<file path="src/rtl/uart_rx_pkg.sv">
package uart_rx_pkg;

    localparam int CHAR_W = 8;

    typedef enum logic [2:0] {
        RX_IDLE,
        RX_START,
        RX_DATA,
        RX_PAR,
        RX_STOP,
        RX_GUARD
    } rx_state_e;

    typedef struct packed {
        logic eight;
        logic par_en;
        logic par_odd;
        logic two_stop;
    } rx_fmt_t;

    typedef struct packed {
        logic [CHAR_W-1:0] data;
        logic              par_err;
        logic              frm_err;
    } rx_char_t;

    // Even parity: the data ones plus the parity bit must be even.
    // Odd parity: the same count must be odd.
    function automatic logic parity_bad(input logic [CHAR_W-1:0] d,
                                        input logic pbit,
                                        input logic odd);
        return (^d) ^ pbit ^ odd;
    endfunction

endpackage

</file>
<file path="src/rtl/uart_rx_sync.sv">
module uart_rx_sync #(
    parameter int STAGES = 2
) (
    input  logic clk,
    input  logic rst,
    input  logic din,
    output logic dout
);
    generate
        if (STAGES <= 1) begin : g_single
            logic q;
            always_ff @(posedge clk) begin
                if (rst) q <= 1'b1;
                else     q <= din;
            end
            assign dout = q;
        end else begin : g_chain
            logic [STAGES-1:0] q;
            always_ff @(posedge clk) begin
                if (rst) q <= '1;
                else     q <= {q[STAGES-2:0], din};
            end
            assign dout = q[STAGES-1];
        end
    endgenerate
endmodule

</file>
<file path="src/rtl/uart_rx_bitclk.sv">
module uart_rx_bitclk #(
    parameter int OVS = 16
) (
    input  logic clk,
    input  logic rst,
    input  logic tick,
    input  logic clear,
    output logic at_half,
    output logic at_full
);
    localparam int CW   = (OVS > 2) ? $clog2(OVS) : 1;
    localparam int HALF = OVS / 2;

    logic [CW-1:0] cnt;

    always_ff @(posedge clk) begin
        if (rst || clear) begin
            cnt <= '0;
        end else if (tick) begin
            if (cnt == CW'(OVS - 1)) cnt <= '0;
            else                     cnt <= cnt + 1'b1;
        end
    end

    assign at_half = tick && (cnt == CW'(HALF - 1));
    assign at_full = tick && (cnt == CW'(OVS - 1));
endmodule

</file>
<file path="src/rtl/uart_rx_frame.sv">
module uart_rx_frame
    import uart_rx_pkg::*;
(
    input  logic     clk,
    input  logic     rst,
    input  logic     tick,
    input  logic     rx,
    input  rx_fmt_t  fmt,
    input  logic     at_half,
    input  logic     at_full,
    output logic     cnt_clear,
    output logic     done,
    output rx_char_t chr
);
    localparam int IW = $clog2(CHAR_W);

    rx_state_e         state;
    rx_fmt_t           fmt_q;
    logic [CHAR_W-1:0] shreg;
    logic [IW-1:0]     idx;
    logic              pbit;
    logic              prev;
    logic [IW-1:0]     last_idx;

    assign last_idx  = fmt_q.eight ? IW'(CHAR_W - 1) : IW'(CHAR_W - 2);
    assign cnt_clear = (state == RX_IDLE) || ((state == RX_START) && at_half);

    always_ff @(posedge clk) begin
        if (rst) begin
            state <= RX_IDLE;
            fmt_q <= '0;
            shreg <= '0;
            idx   <= '0;
            pbit  <= 1'b0;
            prev  <= 1'b1;
            done  <= 1'b0;
            chr   <= '0;
        end else begin
            done <= 1'b0;
            if (tick) prev <= rx;
            unique case (state)
                RX_IDLE: begin
                    if (tick && prev && !rx) state <= RX_START;
                end
                RX_START: begin
                    if (at_half) begin
                        if (!rx) begin
                            state <= RX_DATA;
                            fmt_q <= fmt;
                            shreg <= '0;
                            idx   <= '0;
                            pbit  <= 1'b0;
                        end else begin
                            state <= RX_IDLE;
                        end
                    end
                end
                RX_DATA: begin
                    if (at_full) begin
                        shreg[idx] <= rx;
                        if (idx == last_idx) state <= fmt_q.par_en ? RX_PAR : RX_STOP;
                        else                 idx   <= idx + 1'b1;
                    end
                end
                RX_PAR: begin
                    if (at_full) begin
                        pbit  <= rx;
                        state <= RX_STOP;
                    end
                end
                RX_STOP: begin
                    if (at_full) begin
                        done        <= 1'b1;
                        chr.data    <= shreg;
                        chr.par_err <= fmt_q.par_en && parity_bad(shreg, pbit, fmt_q.par_odd);
                        chr.frm_err <= !rx;
                        state       <= fmt_q.two_stop ? RX_GUARD : RX_IDLE;
                    end
                end
                RX_GUARD: begin
                    if (at_full) state <= RX_IDLE;
                end
                default: state <= RX_IDLE;
            endcase
        end
    end
endmodule

</file>
<file path="src/rtl/uart_rx_buffer.sv">
module uart_rx_buffer
    import uart_rx_pkg::*;
(
    input  logic              clk,
    input  logic              rst,
    input  logic              done,
    input  rx_char_t          chr,
    input  logic              rd_strobe,
    input  logic              clr_err,
    output logic [CHAR_W-1:0] data,
    output logic              full,
    output logic              irq,
    output logic              ovr,
    output logic              per,
    output logic              fer
);
    logic [CHAR_W-1:0] data_n;
    logic full_n, irq_n, ovr_n, per_n, fer_n;

    always_comb begin
        data_n = data;
        full_n = full && !rd_strobe;
        irq_n  = 1'b0;
        ovr_n  = ovr && !clr_err;
        per_n  = per && !clr_err;
        fer_n  = fer && !clr_err;
        if (done) begin
            if (full_n) begin
                ovr_n = 1'b1;
            end else begin
                data_n = chr.data;
                full_n = 1'b1;
                irq_n  = 1'b1;
                per_n  = per_n || chr.par_err;
                fer_n  = fer_n || chr.frm_err;
            end
        end
    end

    always_ff @(posedge clk) begin
        if (rst) begin
            data <= '0;
            full <= 1'b0;
            irq  <= 1'b0;
            ovr  <= 1'b0;
            per  <= 1'b0;
            fer  <= 1'b0;
        end else begin
            data <= data_n;
            full <= full_n;
            irq  <= irq_n;
            ovr  <= ovr_n;
            per  <= per_n;
            fer  <= fer_n;
        end
    end
endmodule

</file>
<file path="src/rtl/uart_rx_dbuf.sv">
module uart_rx_dbuf
    import uart_rx_pkg::*;
#(
    parameter int OVS         = 16,
    parameter int SYNC_STAGES = 2
) (
    input  logic              clk,
    input  logic              rst,
    input  logic              tick_16x,
    input  logic              rxd,
    input  logic              cfg_eight,
    input  logic              cfg_par_en,
    input  logic              cfg_par_odd,
    input  logic              cfg_two_stop,
    input  logic              rd_strobe,
    input  logic              clr_err,
    output logic [CHAR_W-1:0] rx_data,
    output logic              buf_full,
    output logic              rx_irq,
    output logic              err_overrun,
    output logic              err_parity,
    output logic              err_framing
);
    logic     rx_s;
    logic     at_half, at_full, cnt_clear;
    logic     fr_done;
    rx_char_t fr_chr;
    rx_fmt_t  fmt;

    assign fmt = '{eight: cfg_eight, par_en: cfg_par_en,
                   par_odd: cfg_par_odd, two_stop: cfg_two_stop};

    uart_rx_sync #(.STAGES(SYNC_STAGES)) i_sync (
        .clk(clk), .rst(rst), .din(rxd), .dout(rx_s)
    );

    uart_rx_bitclk #(.OVS(OVS)) i_bitclk (
        .clk(clk), .rst(rst), .tick(tick_16x), .clear(cnt_clear),
        .at_half(at_half), .at_full(at_full)
    );

    uart_rx_frame i_frame (
        .clk(clk), .rst(rst), .tick(tick_16x), .rx(rx_s), .fmt(fmt),
        .at_half(at_half), .at_full(at_full), .cnt_clear(cnt_clear),
        .done(fr_done), .chr(fr_chr)
    );

    uart_rx_buffer i_buffer (
        .clk(clk), .rst(rst), .done(fr_done), .chr(fr_chr),
        .rd_strobe(rd_strobe), .clr_err(clr_err),
        .data(rx_data), .full(buf_full), .irq(rx_irq),
        .ovr(err_overrun), .per(err_parity), .fer(err_framing)
    );
endmodule

</file>
<file path="config.mk">
export PLATFORM = sky130hd
export DESIGN_NAME = uart_rx_dbuf
export DESIGN_NICKNAME = d
export VERILOG_FILES = /design/src/rtl/uart_rx_pkg.sv /design/src/rtl/uart_rx_sync.sv /design/src/rtl/uart_rx_bitclk.sv /design/src/rtl/uart_rx_frame.sv /design/src/rtl/uart_rx_buffer.sv /design/src/rtl/uart_rx_dbuf.sv
export SDC_FILE = /design/constraint.sdc
export NUM_CORES = 1
export LEC_CHECK = 0
export CORE_AREA = 2 2 64 66
export CTS_CLUSTER_SIZE = 24
export DETAILED_ROUTE_END_ITERATION = 12
export DIE_AREA = 0 0 66 68
export DONT_BUFFER_PORTS = 1
export GPL_ROUTABILITY_DRIVEN = 0
export PLACE_DENSITY = 0.77
export REMOVE_ABC_BUFFERS = 1
export SLEW_MARGIN = 20
export SYNTH_ARGS = -nofsm -noshare
export SYNTH_HDL_FRONTEND = slang
export SYNTH_HIERARCHICAL = 1
export SYNTH_SLANG_ARGS = --single-unit
export TNS_END_PERCENT = 5
</file>
<file path="constraint.sdc">
create_clock -name clk -period 2.75 [get_ports clk]
set_input_delay 0.825 -clock clk [delete_from_list [all_inputs] [get_ports clk]]
set_output_delay 0.825 -clock clk [all_outputs]
set_load 0.01 [all_outputs]
</file>
# Word level (Yosys, flattened, before mapping)
# Cells that the tools add are included.
dict set report classes {
  n_addsub 2
  order_cmp 2
  eq_ne 17
  muxes 38
  bitwise_logic 6
  reduce_logical 31
}
# cell count
set op_table {}
lappend op_table {{$mux 3} 13}
lappend op_table {{$mux 8} 3}
lappend op_table {{$pmux 3 s6} 1}
lappend op_table {{$pmux 8 s2} 1}
lappend op_table {{$mux 1} 14}
lappend op_table {{$ne 2x2->1 const B} 7}
lappend op_table {{$logic_and 1x1->1} 11}
lappend op_table {{$bwmux 8} 1}
lappend op_table {{$reduce_and 4->1} 2}
lappend op_table {{$reduce_xor 8->1} 1}
lappend op_table {{$reduce_and 7->1} 1}
lappend op_table {{$eq 3x2->1 const B} 2}
lappend op_table {{$eq 3x3->1 const B} 2}
lappend op_table {{$pmux 3 s2} 1}
lappend op_table {{$reduce_and 5->1} 1}
lappend op_table {{$add 4x1->4 const B} 1}
lappend op_table {{$eq 4x3->1 const B} 1}
lappend op_table {{$eq 4x4->1 const B} 1}
lappend op_table {{$logic_or 1x1->1} 4}
lappend op_table {{$lt 3x4->1 const B} 1}
lappend op_table {{$mux 4} 1}
lappend op_table {{$ne 2x1->1 const B} 2}
lappend op_table {{$not 1->1} 4}
lappend op_table {{$reduce_and 2->1} 2}
lappend op_table {{other kinds (13)} 18}
dict set report totals {
  register_bits 50
  in_bits 10
}

# Longest topological paths before layout
# Gate-level depths: netlist of the first run.
dict set report logic_depth {
  word_depth 7
  depth_mapped 8
  depth_no_buf 8
}

# By module
# The synthesis of the first run kept the hierarchy.
# module n_inst cells_each area_each_um2
set by_module_without_submodules {}
lappend by_module_without_submodules {uart_rx_frame 1 189 1589.0}
lappend by_module_without_submodules {uart_rx_buffer 1 55 475.5}
lappend by_module_without_submodules {uart_rx_bitclk 1 20 187.7}
lappend by_module_without_submodules {uart_rx_sync 1 4 52.6}

# Worst setup path after synthesis of the first run
# No wires, ideal clock.
dict set report synth_timing {
  path_kind {input to register}
  startpoint {input tick_16x}
  endpoint {register i_frame.idx[2]}
  setup_time_ns 0.121
  t_arrival_ns 2.089
  setup_slack_ns 0.540
  stages 8
  path_cell_list {clkbuf_2 -> nand3_1 -> nor2_1 -> nand4bb_4 -> nor2_8 -> a41o_4 -> nand2_2 -> mux2_4}
}
dict set report synth_between {
  elab_chain_cells 3
  elab_cells_between_ends 5
}
# element line
set synth_rtl {}
lappend synth_rtl {{from (decl)} uart_rx_dbuf.sv:9} ;# input logic tick_16x,
lappend synth_rtl {{$logic_and 1x1->1} uart_rx_bitclk.sv:25} ;# assign at_half = tick && (cnt == CW'(HALF - 1));
lappend synth_rtl {{net at_half} uart_rx_dbuf.sv:25} ;# logic at_half, at_full, cnt_clear;
lappend synth_rtl {{$ne 2x1->1 (no source line)} --}
lappend synth_rtl {{$reduce_and 5->1 (no source line)} --}
lappend synth_rtl {{to (signal assigned)} uart_rx_frame.sv:62} ;# else idx <= idx + 1'b1;
lappend synth_rtl {{to (decl)} uart_rx_frame.sv:20} ;# logic [IW-1:0] idx;
# The timed path passes the listed nets, and every way through them passes these cells.
# A chain may end at the register's enable or synchronous reset.

# Worst setup path in the final report of the first run
dict set report layout_timing {
  startpoint {register i_bitclk.cnt[0]}
  endpoint {register i_frame.idx[2]}
}
dict set report layout_between {
  elab_chain_cells 4
  elab_cells_between_ends 7
}
# element line
set layout_rtl {}
lappend layout_rtl {{from (decl)} uart_rx_bitclk.sv:14} ;# logic [CW-1:0] cnt;
lappend layout_rtl {{from (signal assigned)} uart_rx_bitclk.sv:21} ;# else cnt <= cnt + 1'b1;
lappend layout_rtl {{$eq 4x3->1} uart_rx_bitclk.sv:25}
lappend layout_rtl {{$logic_and 1x1->1} uart_rx_bitclk.sv:25}
lappend layout_rtl {{net at_half} uart_rx_dbuf.sv:25}
lappend layout_rtl {{$ne 2x1->1 (no source line)} --}
lappend layout_rtl {{$reduce_and 5->1 (no source line)} --}
# The timed path passes the listed nets, and every way through them passes these cells.

==> run summary, run 1 <==
The HPWL reported at the end of detailed placement is approximately 2.8 mm. Across every metal layer, demand over resource in global routing totals 0.199. For the worst setup path, the data arrival time is 2.11 ns. The switching power as a share of total power is 0.227. In the post-synthesis netlist, the biggest area contributors are sky130_fd_sc_hd__dfxtp_1, sky130_fd_sc_hd__a21oi_1, sky130_fd_sc_hd__nand2_1. Dividing the detail-routed via count by the number of cells gives around 5.8.

The clock network fraction of design power came out at 0.344. No sink is reached through more buffers than the 2 on the longest clock path. In this run, distinct cell masters in the synthesized netlist total around 50. In this run, synthesis inferred 0 flip-flops with an integrated enable. The initial utilization of the core area, before any placement, comes to 0.598. The required time of the worst setup path is ~3.0 ns. The number of flip-flops and latches in the synthesized netlist is 50. The floorplan core area is slightly below 0.004 mm².

The share of power burned in registers came out at 0.620. The number of global-route vias before repair came out at between 1500 and 2000. The floorplan step set the die width to around 66 µm. Summed over all instances, the cell type with the most area after synthesis is sky130_fd_sc_hd__dfxtp_1. After clock tree synthesis, the clock-pin slew on the worst setup and hold paths is ~0.09 ns. The clock latency at the later pin of the worst-skew pair is approximately 0.30 ns.

The clock buffer count from CTS is 5. The number of cells on the worst hold path came out at 1. After synthesis the cells add up to between 0.002 and 0.0025 mm². The number of warnings reported in the yosys synthesis log came out at 6. The number of endpoints with negative hold slack in the final report is 0.

The sequential share of the synthesized area is 0.434. The worst hold-check path type is reg -> reg. The total internal power is about 930 µW. Along the worst path, the maximum fanout reaches 9. Of all flip-flops after synthesis, the portion carrying an async set or reset was 0. The clock sink count came out at 50.

After detailed routing, the number of remaining DRC violations is 0. The flip-flop and latch area came out at roughly 0.0010 mm². The count of standard-cell rows is 23. The library cell used most frequently in the layout, excluding fill and tap cells, is sky130_fd_sc_hd__dfxtp_1. The wire length of the first global-routing pass came out at ~7 mm. The analysis attributes to net switching a power of 273 µW. The floorplan die area came out at ~0.0045 mm². The number of filler cells placed in the layout came out at between 300 and 400. The utilization of the core after routing came out at 0.610. The number of antenna violations at the first check in global routing is 0. Once detail routing completed, the nets flagged for antenna violations numbered 0. In this run the tightest slew margin relative to its limit is 0.534. The top cell types in the final layout, fill and taps aside, are sky130_fd_sc_hd__dfxtp_1, sky130_fd_sc_hd__a21oi_1, sky130_fd_sc_hd__nand2_1. The post-cts sizing count is 0.

In this run the clock root is driven by a sky130_fd_sc_hd__clkbuf_8. The remaining global-route overflow is 0. The type of element capturing the critical path is a flop. The combined area of the multi-input logic cells came out at between 0.001 and 0.0015 mm².

The critical path buffer and inverter count is 0. The number of input and output port buffers inserted came out at 0. The flow ran to the end, and the final reports show no timing, DRC or antenna violations. The total number of H-tree levels is 2. The worst setup path is launched from a flop. Synthesis produced approximately 270 cells. The minimum period implied by the final worst setup slack came out at about 1.9 ns. The number of setup buffers added after CTS is 0.

Setup repair after global routing left no endpoint under its margin. Before CTS, the worst setup slack after placement is 0.603 ns. Of the post-synthesis cell area, the dominant cell type holds 0.434. The top-level port count is 23. In this design, the stage delay of the slowest critical-path cell is ~0.38 ns. The slowest stage of the critical path belongs to the cell sky130_fd_sc_hd__dfxtp_1. The total power per unit cell area is ~510 mW/mm². The tightest hold margin came out at 0.414 ns. The hold buffer count at CTS came out at 0. The achievable frequency is between 0.5 and 0.6 GHz.

The post-route worst setup slack is approximately 0.83 ns. In the final layout, the share of cells above drive strength 1 is 0.0739. The share of power burned in combinational logic came out at 0.036. Overall power consumption after layout is estimated at between 1000 and 1500 µW. In this run, the number of DRC markers left after iteration 0 of detailed routing was 91. The number of cells on the worst reg-to-reg path is 8.

Broken down by cell family, the worst path's largest delay share belongs to simple AND/OR/NAND/NOR gates. The reported leakage power came out at between 0.0007 and 0.0008 µW. The antenna diode instance count is 0.

Each instance of the synthesized netlist takes up on average about 8.6 µm². The number of max-slew violations in the final report is 0. The period utilization is 0.697. The type of the worst setup path is reg -> reg. The slew at the pin closest to its max-slew limit came out at roughly 0.7 ns. The net count of the finished layout is 269. The final setup violation count is 0.

The worst setup skew after layout is approximately 0.0029 ns. The signal on the critical path passes through ha_1 > nand3_1 > nor2_1 > nand4bb_4 > nor2_8 > a41o_4 > nand2_2 > mux2_4. From synthesis to final layout, the design area changed by 2.06%.

The post-route setup TNS is 0 ns. The first-pass detailed-route iteration total came out at 4. VDD sags by at most about 210 µV.

TritonCTS built the clock tree. The die height came out at between 60 and 70 µm. The via total after detailed routing is 1768. Dividing the detail-routed wire length by the instance count gives around 14 µm. The critical path runs through a total of 8 cells.

Among all flip-flop cells after synthesis, the most frequent one is sky130_fd_sc_hd__dfxtp_1. Entering global routing, the biggest net connects between 50 and 60 pins. The final routed wirelength across all metal layers is approximately 4.2 mm. The tool flagged a number of max-cap violations equal to 0.
-- final cells by class --
| cell class | instances | share of cell area |
|---|---|---|
| multi-input combinational | 195 | 0.504 |
| clock buffer | 5 | 0.0293 |
| tap | 50 | 0.0266 |
| inverter | 5 | 0.00798 |
| sequential | 50 | 0.426 |
| clock inverter | 2 | 0.00638 |
-- path summary, 6_finish.rpt --
check                            from  slack, ns                   to
setup / recovery      i_bitclk/cnt[0]       0.83       i_frame/idx[2]
hold reg to reg   i_sync/g_chain.q[0]       0.41  i_sync/g_chain.q[1]
setup reg to reg      i_bitclk/cnt[0]       0.83       i_frame/idx[2]
hold / removal    i_sync/g_chain.q[0]       0.41  i_sync/g_chain.q[1]
-- registers in the layout, indices dropped and copies added (netlist names), 2 cells and up --
signal	count
i_frame/shreg	8
i_buffer/data	8
i_frame/fmt_q	4
i_sync/g_chain.q	2
i_frame/chr	10
i_frame/state	3
i_bitclk/cnt	4
i_frame/idx	3
-- Yosys cell counts (2+ instances only) --
| master | count |
|---|---|
| sky130_fd_sc_hd__nor3_2 | 2 |
| sky130_fd_sc_hd__nor2_1 | 14 |
| sky130_fd_sc_hd__nand3_1 | 14 |
| sky130_fd_sc_hd__or2_1 | 3 |
| sky130_fd_sc_hd__a21oi_1 | 42 |
| sky130_fd_sc_hd__buf_2 | 6 |
| sky130_fd_sc_hd__nor3b_1 | 2 |
| sky130_fd_sc_hd__ha_1 | 2 |
| sky130_fd_sc_hd__nor3_1 | 9 |
| sky130_fd_sc_hd__buf_6 | 2 |
| sky130_fd_sc_hd__clkbuf_1 | 7 |
| sky130_fd_sc_hd__and3_1 | 2 |
| sky130_fd_sc_hd__o21ai_0 | 21 |
| sky130_fd_sc_hd__xnor2_1 | 10 |
| sky130_fd_sc_hd__dfxtp_1 | 50 |
| sky130_fd_sc_hd__nand2_1 | 31 |
| sky130_fd_sc_hd__nor2b_1 | 6 |
| sky130_fd_sc_hd__xor2_1 | 2 |
| sky130_fd_sc_hd__nand2b_1 | 5 |
| sky130_fd_sc_hd__inv_1 | 4 |
| sky130_fd_sc_hd__nand3b_1 | 2 |
| sky130_fd_sc_hd__buf_4 | 2 |
| sky130_fd_sc_hd__a31oi_1 | 2 |
| sky130_fd_sc_hd__mux2i_1 | 3 |
-- worst register-to-register path, delay by kind of cell (launching register included) --
family	cells	cell delay (ns)
simple gates	5	0.79
flops	1	0.38
mux	1	0.29
compound gates	1	0.14
fa+ha+maj	1	0.21
-- routing by layer --
metal | routed length, µm | track usage | share of wire
met5 | 0 | 0 | 0
met3 | 195 | 0.0461 | 0.047
met2 | 2010 | 0.347 | 0.48
met4 | 59 | 0.0612 | 0.014
met1 | 1920 | 0.247 | 0.46
-- metrics by stage --
step,std cells,instance area (µm²)
floorplan,250,2210
global placement,300,2270
detailed placement,300,2270
CTS,307,2350
global route,307,2350
finish,307,2350
-- kinds of logic after synthesis --
family | synth area share
AND/OR/NAND/NOR | 0.235
AO/OA/AOI/OAI | 0.194
flip-flops | 0.434
buffers and inverters | 0.0510
XOR/XNOR | 0.0554
multiplexers | 0.0195
adder cells (fa/ha/maj) | 0.0109
-- power groups by stage --
stage | Combinational (µW) | Sequential (µW) | Clock, µW
floorplan | 37.1 | 757 | 0
global placement | 42.2 | 761 | 0
detailed placement | 43.1 | 761 | 0
CTS | 44.2 | 744 | 426
global route | 48.9 | 747 | 450
finish | 43.8 | 744 | 413
No activity file was read; power rests on OpenSTA's default activity.
==> inputs of run 2 (changes only) <==
Clock period 2.75 ns to 2 ns, I/O delays scaled along.
==> run 2 against run 1 <==
Critical path depth stayed put. Clock skew is 0.0039 ns higher. Sequential power is 37% higher. Global-route usage is 0.13 points higher.
==> run summary, run 2 (same netlist as run 1, synthesis figures left out) <==
The flow ran to the end, and the final reports show no timing, DRC or antenna violations. The number of antenna violations at the first check in global routing came out at 0 (unchanged). The die height came to 68 µm (unchanged).

The largest register by flop count is i_frame/chr. The clock network fraction of design power came out at 0.342 (-0.002). The worst-path maximum fanout came to 6 (-3). The worst-case headroom to the max-slew limit is 0.506 (-0.0277). The post-CTS clock slew at the launch and capture registers of the worst setup and hold paths came out at 0.08 ns (about the same). The total power per unit cell area came out at 691 mW/mm² (+35%). The via total after detailed routing is 1761 (-0.40%). The flip-flop and latch area is 0.00100 mm² (unchanged). The HPWL reported at the end of detailed placement came out at 2.84 mm (+1.1%).

The largest registers in the layout are i_frame/chr: 10 flops, i_buffer/data: 8 flops, i_frame/shreg: 8 flops. The detailed route wirelength on metal3 is 162 µm (-17%). STA classifies the critical path endpoint as a flop.

The net count reported at finish came out at 272 (+1.1%). The number of global-route vias before repair came to 1559 (unchanged). The number of max-slew violations in the final report is 0 (unchanged).

Traced cell by cell, the critical path runs through ha_1 > nand3_1 > nor2_2 > nand4bb_4 > nor2_8 > a41o_4 > nand2_2 > mux2_4. The number of setup buffers added after CTS is 0 (unchanged). The worst setup skew after layout is 0.00675 ns (+0.00386 ns). The total cell area at the placement stage came out at 0.00229 mm² (+0.99%).

Setup repair after global routing left no endpoint under its margin. The clock root buffer is sky130_fd_sc_hd__clkbuf_8. The mean number of vias per cell came to 5.68 (-1.4%). The top routing layer in use is met4. The clock buffer count from CTS is 5 (unchanged).

For this design, the slowest cell found on the critical path is sky130_fd_sc_hd__dfxtp_1. The critical path buffer and inverter count came out at 0 (unchanged). The floorplan core area came out at 0.00386 mm² (unchanged). The detailed router's first-iteration violation count came out at 57 (-37%). The share of layout cells above drive strength 1 was 0.0885 (+0.0145).

The delay of the slowest cell on the worst path is 0.37 ns (about the same). The library cells used most frequently in the layout, excluding fill and tap cells, are sky130_fd_sc_hd__dfxtp_1, sky130_fd_sc_hd__a21oi_1, sky130_fd_sc_hd__nand2_1. The final setup violation count came to 0 (unchanged). The required time of the worst setup path came out at 2.19 ns (-0.76 ns). The library cell used most frequently in the layout, excluding fill and tap cells, is sky130_fd_sc_hd__dfxtp_1. The minimum period implied by the final worst setup slack is 1.83 ns (-0.0851 ns). The buffer levels on the longest clock path is 2 (unchanged). The reported leakage power is 0.000749 µW (+2.0%). The share of power burned in combinational logic is 0.036 (about the same).

In this design, the largest share of critical-path delay is due to simple AND/OR/NAND/NOR gates. The average detailed-routed wire length per instance was 13.3 µm (-2.7%). The startpoint class of the critical path is a flop.

The setup path with the least slack is of type reg -> reg. The arrival time at the worst endpoint is 2.03 ns (-0.08 ns). The aggregate global-route resource usage came to 0.201 (+0.00126). The remaining global-route overflow came out at 0 (unchanged). The number of filler cells placed in the layout was 365 (-0.54%). The routed metal-1 wire length is 1.98 mm (+2.7%). The path class of the tightest hold or removal check is in -> reg. The area growth from synthesis to layout is 3.15%. The floorplan die area came out at 0.00449 mm² (unchanged). The period utilization came out at 0.916 (+0.219). The count of nets left with antenna violations after detail routing came out at 0 (unchanged). The starting utilization of the core area came out at 0.598 (unchanged). The final design instance area without fill was 0.00238 mm² (+1.1%). The number of input and output port buffers inserted is 0 (unchanged).

The total number of H-tree levels came out at 2 (unchanged). The clock latency at the later pin of the worst-skew pair came out at 0.30 ns (about the same). The count of standard-cell rows came out at 23 (unchanged).

The met2 routed wirelength came out at 1.91 mm (-5.0%). The combined area of the multi-input logic cells is 0.00119 mm² (+0.21%). The number of flip-flops under the largest register name came out at 10 (unchanged). The slew at the pin closest to its max-slew limit is 0.740 ns (+0.0416 ns).

The pin count of the biggest net entering global routing came to 51 (unchanged). The wire length of the first global-routing pass is 6.91 mm (-0.60%). The max-cap violation count is 0 (unchanged).

The antenna diode instance count came out at 0 (unchanged). The final routed wirelength across all metal layers came to 4.11 mm (-1.8%). The achievable frequency was 0.546 GHz (+4.6%). The top-level port count is 23 (unchanged).

The total internal power is 1280 µW (+37%). The share of power burned in registers is 0.622 (+0.002). The number of endpoints with negative hold slack in the final report is 0 (unchanged). The first-pass detailed-route iteration total came out at 4 (unchanged).

The chip width is 66 µm (unchanged). The net switching power figure is 367 µW (+35%). TritonCTS built the clock tree. The clock sink count is 50 (unchanged). The post-route setup TNS came to 0 ns (unchanged). The total DRC errors in the routed layout is 0 (unchanged). The switching power as a share of total power came out at 0.224 (-0.00372). The peak ir drop on the vdd network came out at 475 µV (+120%).
-- run 2: stage by stage --
step | total power (µW) | instances | hold slack (ns) | setup slack [ns] | utilization
floorplan | 1090 | 250 | 0.383 | 0.180 | -
global placement | 1100 | 303 | 0.390 | 0.134 | 0.594
detailed placement | 1110 | 303 | 0.398 | 0.0541 | 0.594
CTS | 1660 | 310 | 0.349 | 0.0737 | 0.616
global route | 1720 | 310 | 0.333 | 0.0328 | 0.616
finish | 1640 | 310 | 0.372 | 0.167 | 0.616
-- run 2: repair_timing --
action	CTS	global route
gates resized for setup	0	1
hold buffers	0	0
endpoints found under the setup margin	0	2
-- run 2: routing by layer --
metal / vias to the layer above / global-route usage
met2: 30 / 0.345
met3: 6 / 0.0510
met4: 0 / 0.0765
li1: 920 / -
met1: 805 / 0.243
met5: - / 0
-- run 2: final timing paths --
kind                                           from             endpoint  slack (ns)  cells past startpoint
worst min-delay path                            rst       i_frame/idx[1]        0.37                      1
worst min register to register  i_sync/g_chain.q[0]  i_sync/g_chain.q[1]        0.41                      1
worst max-delay path                i_bitclk/cnt[0]       i_frame/idx[2]        0.17                      8
worst max register to register      i_bitclk/cnt[0]       i_frame/idx[2]        0.17                      8
-- run 2: layout make-up --
type | count | area share
Inverter | 5 | 0.00789
Clock inverter | 2 | 0.00632
Clock buffer | 5 | 0.0289
Multi-Input combinational cell | 195 | 0.500
Timing Repair Buffer | 3 | 0.00947
Tap cell | 50 | 0.0263
Sequential cell | 50 | 0.421
-- run 2: power by group through the flow --
stage	logic, µW	registers, µW	clock network (µW)
after floorplan	51.1	1040	0
after global placement	57.9	1050	0
after detailed placement	58.8	1050	0
after CTS	59.3	1020	582
after global routing	64.2	1030	629
final	58.9	1020	562
-- run 2: worst register-to-register path, cell delays in order, from the launching register on --
cell and delay, ns:
sky130_fd_sc_hd__dfxtp_1 0.37, sky130_fd_sc_hd__ha_1 0.20, sky130_fd_sc_hd__nand3_1 0.10, sky130_fd_sc_hd__nor2_2 0.20, sky130_fd_sc_hd__nand4bb_4 0.21, sky130_fd_sc_hd__nor2_8 0.17
sky130_fd_sc_hd__a41o_4 0.14, sky130_fd_sc_hd__nand2_2 0.06, sky130_fd_sc_hd__mux2_4 0.29
==> inputs of run 3 (changes only) <==
Settings changed: CELL_PAD_IN_SITES_DETAIL_PLACEMENT set to 0, CELL_PAD_IN_SITES_GLOBAL_PLACEMENT set to 2, CORE_AREA 2 2 64 66 to 2 2 81 83, DIE_AREA 0 0 66 68 to 0 0 83 85, PLACE_DENSITY 0.77 to not set, PLACE_DENSITY_LB_ADDON set to 0.1.
==> run 3 against run 2 <==
Die area rose by 57%. Via count rose by 0.40%. Setup slack improved by 0.062 ns. Global-route usage fell by 5.1 points. Fmax rose by 3.5%. First-iteration DRC count rose by 54%. Count of clock-buffer cells in the layout did not move. Sequential power barely moved. Routed wire length rose by 20%. Flip-flop and latch count did not move. Critical path type unchanged. Critical endpoint is now i_frame/state[0].
==> run summary, run 3 (same netlist as run 1, synthesis figures left out) <==
The max-cap violation count is 0 (unchanged). The tightest hold margin is 0.352 ns (-0.0199 ns). The type of element capturing the critical path is a flop. Walking the worst path, the cells encountered are ha_1 > nand3_1 > nor2_2 > inv_1 > a221o_1 > o211ai_2 > mux2i_1 > nor2_1. The wire length of the first global-routing pass was 8.56 mm (+24%).

The total number of H-tree levels came out at 2 (unchanged). The die height is 85 µm (+25%). The peak ir drop on the vdd network is 285 µV (-40%). The remaining global-route overflow came out at 0 (unchanged). The arrival time at the worst endpoint is 1.98 ns (-0.05 ns). The number of max-slew violations in the final report is 0 (unchanged). The number of filler cells placed in the layout came out at 675 (+85%). The HPWL reported at the end of detailed placement is 3.27 mm (+15%). The critical path in this run is classified as reg -> reg. The delay of the slowest cell on the worst path is 0.39 ns (+0.02 ns).

The worst setup skew after layout was 0.00849 ns (+0.00174 ns). The number of input and output port buffers inserted is 0 (unchanged). The count of standard-cell rows was 29 (+26%).

The clock buffer count from CTS came out at 5 (unchanged). The worst-case headroom to the max-slew limit came out at 0.658 (+0.152). The final cell count without fillers came to 343 (+11%). The final setup violation count is 0 (unchanged). The aggregate global-route resource usage came out at 0.149 (-0.0513).

The final routed wirelength across all metal layers came out at 4.96 mm (+20%). Setup repair after global routing left no endpoint under its margin. The first-pass detailed-route iteration total came to 5 (+1). The instance count after placement with tap cells included was 335 (+11%). The TritonCTS clock tree is yes. The total DRC errors in the routed layout is 0 (unchanged).

STA classifies the critical path startpoint as a flop. The clock latency at the later pin of the worst-skew pair is 0.30 ns (about the same). The synthesis-to-layout area growth came out at 6.51%. The required time of the worst setup path is 2.21 ns (+0.02 ns). The achievable frequency came out at 0.565 GHz (+3.5%). The combined area of the multi-input logic cells came out at 0.00119 mm² (unchanged). The share of layout cells above drive strength 1 is 0.109 (+0.0206). The total power per unit cell area is 685 mW/mm² (-0.90%). The post-route setup TNS came to 0 ns (unchanged).

The net count reported at finish was 277 (+1.8%). The mean number of vias per cell is 5.15 (-9.3%). The number of antenna violations at the first check in global routing is 0 (unchanged).

Leaving out fill and tap cells, the most frequent cells in the layout are sky130_fd_sc_hd__dfxtp_1, sky130_fd_sc_hd__a21oi_1, sky130_fd_sc_hd__nand2_1. The slowest cell on the critical path is sky130_fd_sc_hd__dfxtp_1. The total cell area at the placement stage is 0.00236 mm² (+3.1%). The slew at the pin closest to its max-slew limit is 0.512 ns (-0.228 ns). The pin count of the biggest net entering global routing was 51 (unchanged). The clock sink count came out at 50 (unchanged). The top-level port count came to 23 (unchanged).

The worst hold-check path type is in -> reg. The period utilization came out at 0.886 (-0.0308). The count of nets left with antenna violations after detail routing is 0 (unchanged). The floorplan core area was 0.00620 mm² (+61%). The via total after detailed routing came out at 1768 (+0.40%). The number of flip-flops under the largest register name is 10 (unchanged). The average detailed-routed wire length per instance came out at 14.5 µm (+8.9%).

The post-CTS clock slew at the launch and capture registers of the worst setup and hold paths came out at 0.10 ns (+0.02 ns). The number of global-route vias before repair came out at 1673 (+7.3%). The starting utilization of the core area is 0.371 (-0.226). The clock root buffer is sky130_fd_sc_hd__clkbuf_8. The floorplan die area is 0.00706 mm² (+57%). The final design instance area without fill is 0.00245 mm² (+3.3%). The reported leakage power is 0.000783 µW (+4.5%). The antenna diode instance count is 0 (unchanged). The most common cell after layout, fill and taps aside is sky130_fd_sc_hd__dfxtp_1. The worst-path maximum fanout came to 3 (-3). The chip width is 83 µm (+26%). The detailed router's first-iteration violation count is 88 (+54%).

The run finished with clean final reports. The minimum period implied by the final worst setup slack came out at 1.77 ns (-0.0615 ns). The buffer levels on the longest clock path came to 2 (unchanged). The largest registers in the layout are i_frame/chr: 10 flops, i_buffer/data: 8 flops, i_frame/shreg: 8 flops.

The number of endpoints with negative hold slack in the final report came out at 0 (unchanged). Counting flops per register, the top entry is i_frame/chr. The flip-flop and latch area is 0.00100 mm² (unchanged).
[run 3: critical path, delay by kind of cell, from the launching register on]
kind | cells | cell delay (ns)
AO/OA/AOI/OAI | 2 | 0.47
adder cells (fa/ha/maj) | 1 | 0.21
buffers and inverters | 1 | 0.08
flip-flops | 1 | 0.39
multiplexers | 1 | 0.20
AND/OR/NAND/NOR | 3 | 0.34
[run 3: timing repair]
action,in CTS,in global routing
resized for setup,0,1
hold buffers,0,0
setup endpoints to repair,0,5
buffers inserted,0,0
[run 3: cell type report]
| class | count | share of cell area |
|---|---|---|
| clock buffers | 5 | 0.0280 |
| flip-flops and latches | 50 | 0.408 |
| repair buffers | 8 | 0.0245 |
| inverters | 5 | 0.00765 |
| well taps | 77 | 0.0392 |
| clock inverters | 3 | 0.00866 |
| multi-input cells | 195 | 0.484 |
[run 3: layer usage]
metal	routed length [µm]	GRT usage	vias up
met1	2650	0.222	796
met3	225	0.0350	6
met2	2020	0.214	39
met4	59	0.0447	0
li1	-	-	927
met5	0	0	-
[run 3: where the power goes]
part	internal [µW]	leakage [µW]	switching [µW]
Combinational	34.5	0.000335	25.1
Sequential	1000	0.000403	21.2
Clock	247	0.0000441	351
Total	1280	0.000783	398
[run 3: final timing paths]
kind | from | end | slack [ns] | depth (start not counted)
setup / recovery | i_bitclk/cnt[0] | i_frame/state[0] | 0.23 | 8
hold / removal | rst | i_frame/fmt_q[0] | 0.35 | 1
setup reg to reg | i_bitclk/cnt[0] | i_frame/state[0] | 0.23 | 8
hold reg to reg | i_sync/g_chain.q[0] | i_sync/g_chain.q[1] | 0.42 | 1
[run 3: per-stage QoR]
step	worst slack (ns)	utilization	total power (µW)
2_1_floorplan	0.180	-	1090
6_report	0.229	0.396	1680
5_1_grt	0.0180	0.396	1760
4_1_cts	0.149	0.395	1710
3_5_place_dp	0.151	0.381	1110
3_3_place_gp	0.154	0.381	1110
